## src/rtl/adc3w_pkg.sv

```systemverilog
package adc3w_pkg;

  typedef enum logic [2:0] {
    ST_IDLE,
    ST_CNV_HI,
    ST_BUSY_WAIT,
    ST_READ,
    ST_ACQ
  } adc3w_state_e;

endpackage

```

## src/rtl/adc3w_timer.sv

```systemverilog
// Phase timer shared by all controller states: cleared on a state change,
// counting while enabled.
module adc3w_timer #(
  parameter int CNT_W = 8
) (
  input  logic             clk,
  input  logic             rst_n,
  input  logic             en,
  input  logic             clr,
  output logic [CNT_W-1:0] cnt
);

  logic [CNT_W-1:0] cnt_q;
  logic [CNT_W-1:0] cnt_d;

  always_comb begin
    cnt_d = cnt_q;
    if (clr) begin
      cnt_d = '0;
    end else if (en) begin
      cnt_d = cnt_q + 1'b1;
    end
  end

  always_ff @(posedge clk or negedge rst_n) begin
    if (!rst_n) begin
      cnt_q <= '0;
    end else begin
      cnt_q <= cnt_d;
    end
  end

  assign cnt = cnt_q;

endmodule

```

## src/rtl/adc3w_sclk_gen.sv

```systemverilog
// Serial clock pulse generator. Issues n_edges pulses while run is high,
// each phase lasting half+1 cycles. smp_stb marks the last high cycle
// before a falling edge.
module adc3w_sclk_gen #(
  parameter int DIV_W  = 4,
  parameter int EDGE_W = 5
) (
  input  logic              clk,
  input  logic              rst_n,
  input  logic              run,
  input  logic [DIV_W-1:0]  half,
  input  logic [EDGE_W-1:0] n_edges,
  output logic              sclk,
  output logic              smp_stb,
  output logic [EDGE_W-1:0] edge_cnt,
  output logic              done
);

  logic [DIV_W-1:0]  div_q, div_d;
  logic [EDGE_W-1:0] edge_q, edge_d;
  logic              sclk_q, sclk_d;
  logic              phase_end;
  logic              all_sent;

  assign phase_end = (div_q == half);
  assign all_sent  = (edge_q == n_edges);

  always_comb begin
    div_d  = div_q;
    edge_d = edge_q;
    sclk_d = sclk_q;
    if (!run) begin
      div_d  = '0;
      edge_d = '0;
      sclk_d = 1'b0;
    end else if (all_sent) begin
      sclk_d = 1'b0;
    end else if (phase_end) begin
      div_d  = '0;
      sclk_d = ~sclk_q;
      if (sclk_q) begin
        edge_d = edge_q + 1'b1;
      end
    end else begin
      div_d = div_q + 1'b1;
    end
  end

  always_ff @(posedge clk or negedge rst_n) begin
    if (!rst_n) begin
      div_q  <= '0;
      edge_q <= '0;
      sclk_q <= 1'b0;
    end else begin
      div_q  <= div_d;
      edge_q <= edge_d;
      sclk_q <= sclk_d;
    end
  end

  assign sclk     = sclk_q;
  assign smp_stb  = run && sclk_q && phase_end && !all_sent;
  assign edge_cnt = edge_q;
  assign done     = run && all_sent;

endmodule

```

## src/rtl/adc3w_shifter.sv

```systemverilog
// MSB-first capture register.
module adc3w_shifter #(
  parameter int DATA_W = 16
) (
  input  logic              clk,
  input  logic              rst_n,
  input  logic              shift_en,
  input  logic              din,
  output logic [DATA_W-1:0] word
);

  logic [DATA_W-1:0] word_q;
  logic [DATA_W-1:0] word_d;

  always_comb begin
    word_d = word_q;
    if (shift_en) begin
      word_d = {word_q[DATA_W-2:0], din};
    end
  end

  always_ff @(posedge clk or negedge rst_n) begin
    if (!rst_n) begin
      word_q <= '0;
    end else begin
      word_q <= word_d;
    end
  end

  assign word = word_q;

endmodule

```

## src/rtl/adc3w_reader.sv

```systemverilog
module adc3w_reader
  import adc3w_pkg::*;
#(
  parameter int DATA_W  = 16,
  parameter int DIV_W   = 4,
  parameter int CNV_MIN = 40,
  parameter int CNV_MAX = 60,
  parameter int CNV_HI  = 4,
  parameter int ACQ     = 10,
  parameter int MARGIN  = 20
) (
  input  logic              clk,
  input  logic              rst_n,
  input  logic              start_req,
  input  logic              busy_mode,
  input  logic [DIV_W-1:0]  clk_div,
  input  logic              sdo_i,
  output logic              cnv_o,
  output logic              sclk_o,
  output logic              sdi_o,
  output logic [DATA_W-1:0] result_o,
  output logic              result_vld_o,
  output logic              timeout_o
);

  localparam int CNT_W  = $clog2(CNV_MAX + MARGIN + ACQ + 1);
  localparam int EDGE_W = $clog2(DATA_W + 2);
  localparam logic [CNT_W-1:0] LAST_NB_HI = CNT_W'(CNV_MAX - 1);
  localparam logic [CNT_W-1:0] LAST_B_HI  = CNT_W'((CNV_HI < CNV_MIN ? CNV_HI : CNV_MIN - 1) - 1);
  localparam logic [CNT_W-1:0] LAST_WAIT  = CNT_W'(CNV_MAX + MARGIN - CNV_HI - 1);
  localparam logic [CNT_W-1:0] LAST_ACQ   = CNT_W'(ACQ - 1);
  localparam logic [EDGE_W-1:0] EDGES_NB  = EDGE_W'(DATA_W);
  localparam logic [EDGE_W-1:0] EDGES_B   = EDGE_W'(DATA_W + 1);

  // Reset: asserted asynchronously, released on a clock edge.
  logic rst_meta_q;
  logic rst_sync_n;

  always_ff @(posedge clk or negedge rst_n) begin
    if (!rst_n) begin
      rst_meta_q <= 1'b0;
      rst_sync_n <= 1'b0;
    end else begin
      rst_meta_q <= 1'b1;
      rst_sync_n <= rst_meta_q;
    end
  end

  adc3w_state_e      state_q, state_d;
  logic              mode_q, mode_d;
  logic              cnv_q, cnv_d;
  logic              vld_q, vld_d;
  logic              tmo_q, tmo_d;
  logic [DATA_W-1:0] res_q, res_d;

  logic [CNT_W-1:0]  tmr;
  logic              tmr_clr;
  logic              tmr_en;
  logic              sclk_run;
  logic [EDGE_W-1:0] n_edges;
  logic              smp_stb;
  logic [EDGE_W-1:0] edge_cnt;
  logic              sclk_done;
  logic              shift_en;
  logic [DATA_W-1:0] word;

  adc3w_timer #(.CNT_W(CNT_W)) u_timer (
    .clk   (clk),
    .rst_n (rst_sync_n),
    .en    (tmr_en),
    .clr   (tmr_clr),
    .cnt   (tmr)
  );

  assign sclk_run = (state_q == ST_READ);
  assign n_edges  = mode_q ? EDGES_B : EDGES_NB;

  adc3w_sclk_gen #(.DIV_W(DIV_W), .EDGE_W(EDGE_W)) u_sclk (
    .clk      (clk),
    .rst_n    (rst_sync_n),
    .run      (sclk_run),
    .half     (clk_div),
    .n_edges  (n_edges),
    .sclk     (sclk_o),
    .smp_stb  (smp_stb),
    .edge_cnt (edge_cnt),
    .done     (sclk_done)
  );

  // In flagged framing the sample ahead of the first falling edge is the flag.
  assign shift_en = smp_stb && !(mode_q && (edge_cnt == '0));

  adc3w_shifter #(.DATA_W(DATA_W)) u_shift (
    .clk      (clk),
    .rst_n    (rst_sync_n),
    .shift_en (shift_en),
    .din      (sdo_i),
    .word     (word)
  );

  // Next-state logic
  always_comb begin
    state_d = state_q;
    mode_d  = mode_q;
    vld_d   = 1'b0;
    tmo_d   = 1'b0;
    res_d   = res_q;
    unique case (state_q)
      ST_IDLE: begin
        if (start_req) begin
          state_d = ST_CNV_HI;
          mode_d  = busy_mode;
        end
      end
      ST_CNV_HI: begin
        if (mode_q) begin
          if (tmr == LAST_B_HI) state_d = ST_BUSY_WAIT;
        end else begin
          if (tmr == LAST_NB_HI) state_d = ST_READ;
        end
      end
      ST_BUSY_WAIT: begin
        if (!sdo_i) begin
          state_d = ST_READ;
        end else if (tmr == LAST_WAIT) begin
          state_d = ST_ACQ;
          tmo_d   = 1'b1;
        end
      end
      ST_READ: begin
        if (sclk_done) begin
          state_d = ST_ACQ;
          vld_d   = 1'b1;
          res_d   = word;
        end
      end
      ST_ACQ: begin
        if (tmr == LAST_ACQ) state_d = ST_IDLE;
      end
      default: state_d = ST_IDLE;
    endcase
    cnv_d   = (state_d == ST_CNV_HI) || (state_d == ST_ACQ);
    tmr_clr = (state_d != state_q);
    tmr_en  = (state_q != ST_IDLE);
  end

  // Registers
  always_ff @(posedge clk or negedge rst_sync_n) begin
    if (!rst_sync_n) begin
      state_q <= ST_IDLE;
      mode_q  <= 1'b0;
      cnv_q   <= 1'b0;
      vld_q   <= 1'b0;
      tmo_q   <= 1'b0;
      res_q   <= '0;
    end else begin
      state_q <= state_d;
      mode_q  <= mode_d;
      cnv_q   <= cnv_d;
      vld_q   <= vld_d;
      tmo_q   <= tmo_d;
      res_q   <= res_d;
    end
  end

  assign cnv_o        = cnv_q;
  assign sdi_o        = 1'b1;
  assign result_o     = res_q;
  assign result_vld_o = vld_q;
  assign timeout_o    = tmo_q;

endmodule

```

## config.mk

```make
export PLATFORM = sky130hd
export DESIGN_NAME = adc3w_reader
export DESIGN_NICKNAME = d
export VERILOG_FILES = /design/src/rtl/adc3w_pkg.sv /design/src/rtl/adc3w_timer.sv /design/src/rtl/adc3w_sclk_gen.sv /design/src/rtl/adc3w_shifter.sv /design/src/rtl/adc3w_reader.sv
export SDC_FILE = /design/constraint.sdc
export NUM_CORES = 1
export LEC_CHECK = 0
export ABC_CLOCK_PERIOD_IN_PS = 2100
export BUFFER_PORTS_ARGS = -buffer_cell sky130_fd_sc_hd__buf_2
export CAP_MARGIN = 20
export CORE_MARGIN = 2
export CORE_UTILIZATION = 25
export CTS_CLUSTER_SIZE = 8
export DETAILED_ROUTE_END_ITERATION = 6
export PLACE_DENSITY = 0.5
export RECOVER_POWER = 25
export SLEW_MARGIN = 10
export SYNTH_ARGS = -nofsm -noshare
export SYNTH_HDL_FRONTEND = slang
export SYNTH_HIERARCHICAL = 1
export SYNTH_SLANG_ARGS = --single-unit
```

## constraint.sdc

```tcl
create_clock -name clk -period 2.1 [get_ports clk]
set_input_delay 0 -clock clk [delete_from_list [all_inputs] [get_ports clk]]
set_output_delay 0 -clock clk [all_outputs]
set_load 0.1 [all_outputs]
```

==> Yosys cells after proc, flatten, opt, wreduce, memory -nomap -nowiden <==
Index checks and enable logic that the tools add are counted.
{ "totals": {"reg_bits": 58, "inputBits": 9, "output_inout_bits": 21, "wordCells": 77} }
{ "classes": {"addsub": 3, "eq_ne": 17, "mux": 27, "n_bitwise": 1, "n_reduce_logical": 16} }
{ "ops": {"columns": ["op", "n"], "rows": [
  ["3-bit 2-to-1 mux", 8],
  ["5-bit 2-to-1 mux", 4],
  ["3-bit one-hot mux with 5 select lines", 1],
  ["7-bit 2-to-1 mux", 2],
  ["4-bit 2-to-1 mux", 3],
  ["1-bit 2-to-1 mux", 9],
  ["7-bit by 1-bit adder with 7-bit output, second input constant", 1],
  ["7-bit by 2-bit == test with 1-bit output, second input constant", 1],
  ["7-bit by 4-bit == test with 1-bit output, second input constant", 1],
  ["7-bit by 6-bit == test with 1-bit output, second input constant", 1],
  ["7-bit == test, second input constant", 1],
  ["3-bit by 1-bit == test with 1-bit output, second input constant", 2],
  ["3-bit by 2-bit == test with 1-bit output, second input constant", 2],
  ["3-bit == test, second input constant", 2],
  ["1-bit logical AND", 6],
  ["2-bit inequality test, second input constant", 3],
  ["5-bit by 1-bit adder with 5-bit output, second input constant", 1],
  ["5-bit == test", 1],
  ["5-bit zero test", 1],
  ["4-bit by 1-bit adder with 4-bit output, second input constant", 1],
  ["4-bit == test", 1],
  ["2-bit AND reduction", 2],
  ["3-bit zero test", 1],
  ["3-bit inequality test", 1],
  ["7 further kinds", 8]
]} }

==> Depth between registers and ports, before layout <==
Gate-level depths: netlist (run 1).
{ "depth": {"depth_word": 7, "mapped_depth": 10, "mapped_depth_nobuf": 9} }

==> Cells and area by module <==
The synthesis (run 1) kept the hierarchy.
{ "modules_own_cells": {"columns": ["module", "instances", "cells_each", "area_each_um2", "seq_area_each_um2"], "rows": [
  ["adc3w_reader", 1, 89, 1146.1, 625.6],
  ["adc3w_sclk_gen", 1, 66, 665.6, 250.2],
  ["adc3w_shifter", 1, 34, 649.4, 400.4],
  ["adc3w_timer", 1, 29, 307.8, 175.2]
]} }

==> Worst setup path before layout (run 1) <==
OpenSTA, ideal clock, no wires.
{ "synth_path": {"kind": "register -> register", "startpoint": "reg u_sclk.div_q[2]", "endpoint": "reg u_shift.word_q[10], in the netlist u_shift/word[10]", "setup_ns": 0.125, "arrival_ns": 2.182, "required_ns": 1.975, "slack_ns": -0.207, "path_stages_with_launch": 10, "n_path_buf": 2, "synth_period_minus_slack_ns": 2.307, "cell_sequence": "dfrtp_1 > xor2_1 > nor4_4 > nand2_1 > nor2_1 > and2_1 > o31a_1 > buf_6 > buf_12 > mux2_4"} }
{ "synth_via": {"elab_chain_len": 4} }
{ "synth_lines": {"columns": ["item", "line_no", "source"], "rows": [
  ["start, declared", "adc3w_sclk_gen.sv:19", "logic [DIV_W-1:0] div_q, div_d;"],
  ["start signal, assigned", "adc3w_sclk_gen.sv:55", "div_q <= div_d;"],
  ["4-bit == test", "adc3w_sclk_gen.sv:25", "assign phase_end = (div_q == half);"],
  ["1-bit logical AND (2 in series)", "adc3w_sclk_gen.sv:62", "assign smp_stb = run && sclk_q && phase_end && !all_sent;"],
  ["net smp_stb", "adc3w_reader.sv:61", "logic smp_stb;"],
  ["1-bit logical AND", "adc3w_reader.sv:91", "assign shift_en = smp_stb && !(mode_q && (edge_cnt == '0));"],
  ["net shift_en", "adc3w_reader.sv:64", "logic shift_en;"],
  ["end signal, assigned", "adc3w_shifter.sv:26", "word_q <= word_d;"],
  ["end, declared", "adc3w_shifter.sv:12", "logic [DATA_W-1:0] word_q;"]
]} }
The timed path passes the listed nets, and every way through them passes these cells.
A chain may end at the register's enable or synchronous reset.

==> Final worst setup path (run 1) <==
{ "layout_path": {"startpoint": "reg u_sclk.div_q[3]", "endpoint": "reg u_shift.word_q[3], in the netlist u_shift/word[3]"} }
Same word-level chain as after synthesis.

==> metrics, run 1 <==
outcome finished, final reports clean; Worst Setup Path Type reg -> reg; CTS sink cnt 58; hold depth 4; Max Freq ~0.48 GHz; RSZ-0062 raised after global routing yes; clock root buffer clkbuf_8; worst vdd ir around 0.51 mV; first-pass GRT wire length between 9 and 10 mm; die span in y 109 um; DR iter-0 viols 56; Hold Path Sink state_q[0]$_DFF_PN0_; core area 10,800 um^2; Post-Syn Area about 2800 um^2; Initial DRT Pass Iterations 4; CTS Buf Count 9; post-detailed-route wirelength per cell 12.4 um; Residual DRC 0; H-tree depth 3; routability cong. 0.773; hpwl dp between 3 and 4 mm; IO buf count 28; max_slew headroom 0.0453; Worst-path clk slew 0.07 ns; Die Footprint 11,900 um^2; Synth top area share 0.524; Min-Delay Path Class in -> reg; Min-Delay Startpoint start_req; largest net degree at the start of global routing 30; Longest Clk Path Bufs 2; Final setup violation count 0; #FFs+latches synth 58; worst slew pin tran between 1 and 1.5 ns; max-slew violations 0; Tmin final between 2 and 2.5 ns; most common cell after layout, fill and taps aside dfrtp_1; I/O Pins 30; ANT cells 0; cell taking the most area after synthesis dfrtp_1; CP Launch Type flop; initial antenna violation count 0; Worst R2R Path Depth 9; RR Endpoint u_shift/word[3]$_DFFE_PN0P_; worst reg2reg startpoint u_sclk/div_q[3]$_DFFE_PN0P_; CP Max Fanout 8; Final nets around 290; EDFF count, synth 0; Leakage Power ~1.7 nW; syn avg cell area 12.7 um^2; max_cap viols 0; post-synthesis cell type count 52; Fin Clk Skew ~0.006 ns; flop2flop setup slack 0.02 ns; via count roughly 1.8k; clk_lat worst skew 0.34 ns; CP Capture Type flop; vias in the first global route ~1.8k; yosys warns 6; Setup WS pre-CTS -0.0305 ns; critical path data arrival time between 2 and 2.5 ns; most frequent cells in the layout dfrtp_1, buf_2, mux2_2; asr flop ratio synth 1.00; total global-route track usage 0.0989; total chip power 3.25 mW; Layout area overhead 26.6%; CTS tree done; top post-synthesis cells by area dfrtp_1, mux2_2, mux2_4; share of layout cells above drive strength 1 0.398; Die Span X about 110 um; # rows 38; prevailing post-synth register cell dfrtp_1; Hold Vio Cnt, Final 0; setup ws final ~0.017 ns; Post-DRT Antenna Nets 0; WP data required 2.32 ns; Avg Vias per Cell around 4.4; final worst-path cycle share 0.992; power density cells roughly 930 nW/um^2; Initial Util 0.255; WL final between 5 and 6 mm; Syn Inst Count 218; post-synthesis sequential area ratio 0.524; grt total ovfl 0
==> kinds of logic (layout without fill, tap and decap cells) <==
family / after synthesis / count (layout) / share of synthesized area
AO/OA/AOI/OAI: 24 / 24 / 0.0655
other: 2 / 6 / 0.00271
multiplexers: 38 / 38 / 0.166
flip-flops: 58 / 58 / 0.524
adder cells (fa/ha/maj): 3 / 3 / 0.0136
AND/OR/NAND/NOR: 66 / 66 / 0.152
XOR/XNOR: 14 / 14 / 0.0443
buffers and inverters: 13 / 75 / 0.0321
==> state kept, by name, indices dropped and copies added, names as in the netlist <==
| register | count |
|---|---|
| result_o | 16 |
| u_shift/word | 16 |
| u_timer/cnt | 7 |
| u_sclk/edge_cnt | 5 |
| u_sclk/div_q | 4 |
| state_q | 3 |
| cnv_o | 1 |
| mode_q | 1 |
| result_vld_o | 1 |
| rst_meta_q | 1 |
| rst_sync_n | 1 |
| timeout_o | 1 |
| u_sclk/sclk | 1 |
==> critical path, cell delays in order (launching register included) <==
cell	delay, ns
dfrtp_1	0.39
xor2_1	0.17
nor4_4	0.33
nand2_1	0.13
nor2_2	0.11
and2_1	0.13
o31a_1	0.14
buf_6	0.12
buf_12	0.13
mux2_2	0.33
==> Yosys cell counts (2+ instances only) <==
cell type,instances
a21boi_0,3
a21oi_1,3
a31oi_1,2
and2_1,3
buf_4,4
conb_1,2
dfrtp_1,58
ha_1,3
inv_1,5
mux2_2,23
mux2_4,10
mux2i_1,5
nand2_1,15
nand2b_1,4
nand3_1,3
nand3_2,2
nand3b_1,2
nand4_1,3
nor2_1,8
nor2b_1,4
nor3_1,3
nor3b_1,2
o211ai_1,2
o21ai_0,5
or3_1,3
or4_1,2
or4b_2,2
xnor2_1,5
xor2_1,9
==> worst max path at each step <==
stage,end,depth (start not counted),slack (ns),startpoint
after detailed placement,u_shift/word[2]$_DFFE_PN0P_,8,-0.03,u_sclk/div_q[3]$_DFFE_PN0P_
after global routing,u_shift/word[2]$_DFFE_PN0P_,9,-0.14,u_sclk/div_q[3]$_DFFE_PN0P_
after global placement,u_shift/word[1]$_DFFE_PN0P_,8,-0.03,u_sclk/div_q[3]$_DFFE_PN0P_
after CTS,u_shift/word[2]$_DFFE_PN0P_,9,-0.02,u_sclk/div_q[3]$_DFFE_PN0P_
final,u_shift/word[3]$_DFFE_PN0P_,9,0.02,u_sclk/div_q[3]$_DFFE_PN0P_
after floorplan,u_shift/word[10]$_DFFE_PN0P_,9,-0.18,u_sclk/div_q[0]$_DFFE_PN0P_
==> report_power, final <==
group          internal [mW]  switching, mW  leakage [nW]
clock network          0.665          0.467         0.105
logic                  0.352          0.484         0.778
registers               1.21         0.0779         0.793
total                   2.22           1.03          1.68
==> what timing repair did <==
item,CTS,global route
hold endpoints to repair,4,0
hold buffers,5,0
buffers inserted,3,0
cloned,1,0
pin swaps,0,0
setup endpoints to repair,16,40
gates resized for setup,2,3
==> layer usage <==
layer	global-route usage	wire, um	up-vias
li1	-	-	893
met1	0.133	2580	915
met2	0.150	2320	33
met3	0.0395	290	8
met4	0.0217	55	0
met5	0	0	-
==> through the flow <==
stage | cell area [um^2] | hold WS, ns | utilization | TNS [ns] | instances
after floorplan | 2790 | -0.296 | - | -2.30 | 222
after global placement | 3180 | -0.211 | 0.293 | -0.158 | 399
after detailed placement | 3180 | -0.212 | 0.293 | -0.161 | 399
after CTS | 3500 | 0.233 | 0.323 | -0.0791 | 424
after global routing | 3500 | 0.308 | 0.323 | -3.33 | 424
final | 3500 | 0.252 | 0.323 | 0 | 424
==> layout make-up <==
cell class                 instances  area (um^2)
fill                            1131         7340
sequential                        58         1450
multi-input combinational        151         1260
timing repair buffer              54          380
tap                              140          175
clock buffer                       9          124
clock inverter                     7         93.8
inverter                           5         18.8
No activity file was read; power rests on OpenSTA's default activity.
==> inputs of run 2 (changes only) <==
--- a/config.mk
+++ b/config.mk
@@ -14,6 +14,8 @@
 export DETAILED_ROUTE_END_ITERATION = 6
 export PLACE_DENSITY = 0.5
 export RECOVER_POWER = 25
+export REMOVE_ABC_BUFFERS = 1
+export SETUP_SLACK_MARGIN = 0.2
 export SLEW_MARGIN = 10
 export SYNTH_ARGS = -nofsm -noshare
 export SYNTH_HDL_FRONTEND = slang
==> run 2 against run 1 <==
Compared with the run above:
- sequential power hardly changed
- design area rose by 1.0%
- combinational power rose by 4.9%
- non-clock buffer count grew 3
- global-route usage fell by 0.070 points
- first-iteration DRC count decreased by 11%
- sequential cell count did not move
- critical endpoint is now u_shift/word[0]$_DFFE_PN0P_
==> metrics, run 2 (synthesis gave the netlist of run 1 again) <==
outcome finished, final reports clean (unchanged); CTS Buf Count 9 (unchanged); Final nets 294 (was 291); WL final 5.33 mm (was 5.25 mm); hpwl dp 3.73 mm (was 3.57 mm); first-pass GRT wire length 8.91 mm (was 9.11 mm); post-layout instance area 3540 um^2 (was 3500 um^2); final worst-path cycle share 0.998 (was 0.992); share of layout cells above drive strength 1 0.408 (was 0.398); vias in the first global route 1,867 (was 1,845); Residual DRC 0 (unchanged); Initial Util 0.255 (unchanged); core area 10,800 um^2 (unchanged); placed insts 403 (was 399); Initial DRT Pass Iterations 5 (was 4); fin util 0.327 (was 0.323); max_slew headroom 0.315 (was 0.0453); via count 1,843 (was 1,849); Post-Layout Cell Count 427 (was 424); ANT cells 0 (unchanged); power density cells 942 nW/um^2 (was 928 nW/um^2); max_cap viols 0 (unchanged); setup ws final 0.00453 ns (was 0.0166 ns); Longest Clk Path Bufs 2 (unchanged); routability cong. 0.773 (unchanged); WP data required 2.32 ns (about the same); I/O Pins 30 (unchanged); Worst-path clk slew 0.07 ns (about the same); Final setup violation count 0 (unchanged); Tmin final 2.10 ns (was 2.08 ns); area post-placement 3200 um^2 (was 3180 um^2); H-tree depth 3 (unchanged); RSZ-0062 raised after global routing yes (unchanged); Die Span X 109 um (unchanged); Worst Setup Path Type reg -> reg (unchanged); worst slew pin tran 1.03 ns (was 1.43 ns); initial antenna violation count 0 (unchanged); CTS tree done (unchanged); CP Launch Type flop (unchanged); most frequent cells in the layout dfrtp_1, buf_2, buf_4 (was dfrtp_1, buf_2, mux2_2); post-detailed-route wirelength per cell 12.5 um (was 12.4 um); Max Freq 0.477 GHz (was 0.480 GHz); Avg Vias per Cell 4.32 (was 4.36); clk_lat worst skew 0.34 ns (about the same); max-slew violations 0 (unchanged); Setup WS pre-CTS -0.0369 ns (was -0.0305 ns); CP Capture Type flop (unchanged); most common cell after layout, fill and taps aside dfrtp_1 (unchanged); total chip power 3.33 mW (was 3.25 mW); Post-DRT Antenna Nets 0 (unchanged); die span in y 109 um (unchanged); critical path data arrival time 2.31 ns (was 2.30 ns); grt total ovfl 0 (unchanged); # rows 38 (unchanged); IO buf count 28 (unchanged); worst vdd ir 0.451 mV (was 0.507 mV); Leakage Power 1.70 nW (was 1.68 nW); Die Footprint 11,900 um^2 (unchanged); Fin Clk Skew 0.00729 ns (was 0.00591 ns); DR iter-0 viols 50 (was 56); Min-Delay Path Class reg -> async (was in -> reg); CTS sink cnt 58 (unchanged); largest net degree at the start of global routing 24 (was 30); Layout area overhead 27.9% (was 26.6%); Hold Vio Cnt, Final 0 (unchanged); total global-route track usage 0.0982 (was 0.0989); clock root buffer clkbuf_8 (unchanged); CP Max Fanout 16 (was 8)
-- run 2: cell types whose count changed in the layout (fill, tap and decap cells not counted), sizes merged --
cell,change
buf,+3
clkbuf,+3
clkinvlp,-2
clkinv,-1
-- run 2: path summary, 6_finish.rpt --
check                                             from                        endpoint  slack, ns  depth (start not counted)
hold / removal                    rst_sync_n$_DFF_PN0_         u_sclk/sclk$_DFFE_PN0P_       0.26                          0
setup reg to reg           u_sclk/div_q[3]$_DFFE_PN0P_     u_shift/word[0]$_DFFE_PN0P_      0.005                          8
hold reg to reg                   rst_sync_n$_DFF_PN0_         u_sclk/sclk$_DFFE_PN0P_       0.26                          0
setup / recovery           u_sclk/div_q[3]$_DFFE_PN0P_     u_shift/word[0]$_DFFE_PN0P_      0.005                          8
min in group clk                             start_req            state_q[0]$_DFF_PN0_       0.29                          4
max in group asynchronous         rst_sync_n$_DFF_PN0_  u_sclk/edge_cnt[3]$_DFFE_PN0P_       0.49                          1
-- run 2: power by group --
part / leakage [nW] / switching [mW] / internal, mW
Sequential: 0.794 / 0.0767 / 1.21
Clock: 0.117 / 0.441 / 0.733
Combinational: 0.789 / 0.505 / 0.373
Total: 1.70 / 1.02 / 2.31
-- run 2: per-layer routing --
| layer | part of all wire | wire (um) | vias up | track usage |
|---|---|---|---|---|
| li1 | - | - | 895 | - |
| met1 | 0.47 | 2530 | 907 | 0.126 |
| met2 | 0.46 | 2470 | 35 | 0.149 |
| met3 | 0.052 | 277 | 6 | 0.0430 |
| met4 | 0.011 | 59 | 0 | 0.0316 |
| met5 | 0 | 0 | - | 0 |
-- run 2: metrics by stage --
step | setup TNS, ns | hold WS (ns)
finish | 0 | 0.262
CTS | -0.148 | 0.184
global route | -1.02 | 0.320
global placement | -0.000258 | -0.214
detailed placement | -0.209 | -0.213
floorplan | -15.28 | -0.296
-- run 2: timing repair --
action / 4_1_cts / 5_1_grt
setup buffers: 0 / 3
setup endpoints to repair: 40 / 43
hold buffers: 5 / 0
resized for setup: 4 / 6
cloned: 0 / 0
pin swaps: 0 / 1
endpoints found under the hold margin: 4 / 0
-- run 2: worst max-delay path, stage by stage (launching register included) --
cell and delay [ns]:
dfrtp_1 0.39, xor2_1 0.17, nor4_4 0.31, nand2_1 0.13, nor2_2 0.13, and2_1 0.14
o31a_1 0.17, buf_12 0.18, mux2_2 0.34
-- run 2: area by class of cell --
class | count | area, um^2
Tap cell | 140 | 175
Clock buffer | 12 | 155
Timing Repair Buffer | 57 | 379
Fill cell | 1111 | 7300
Inverter | 5 | 18.8
Clock inverter | 4 | 73.8
Multi-Input combinational cell | 151 | 1290
Sequential cell | 58 | 1450
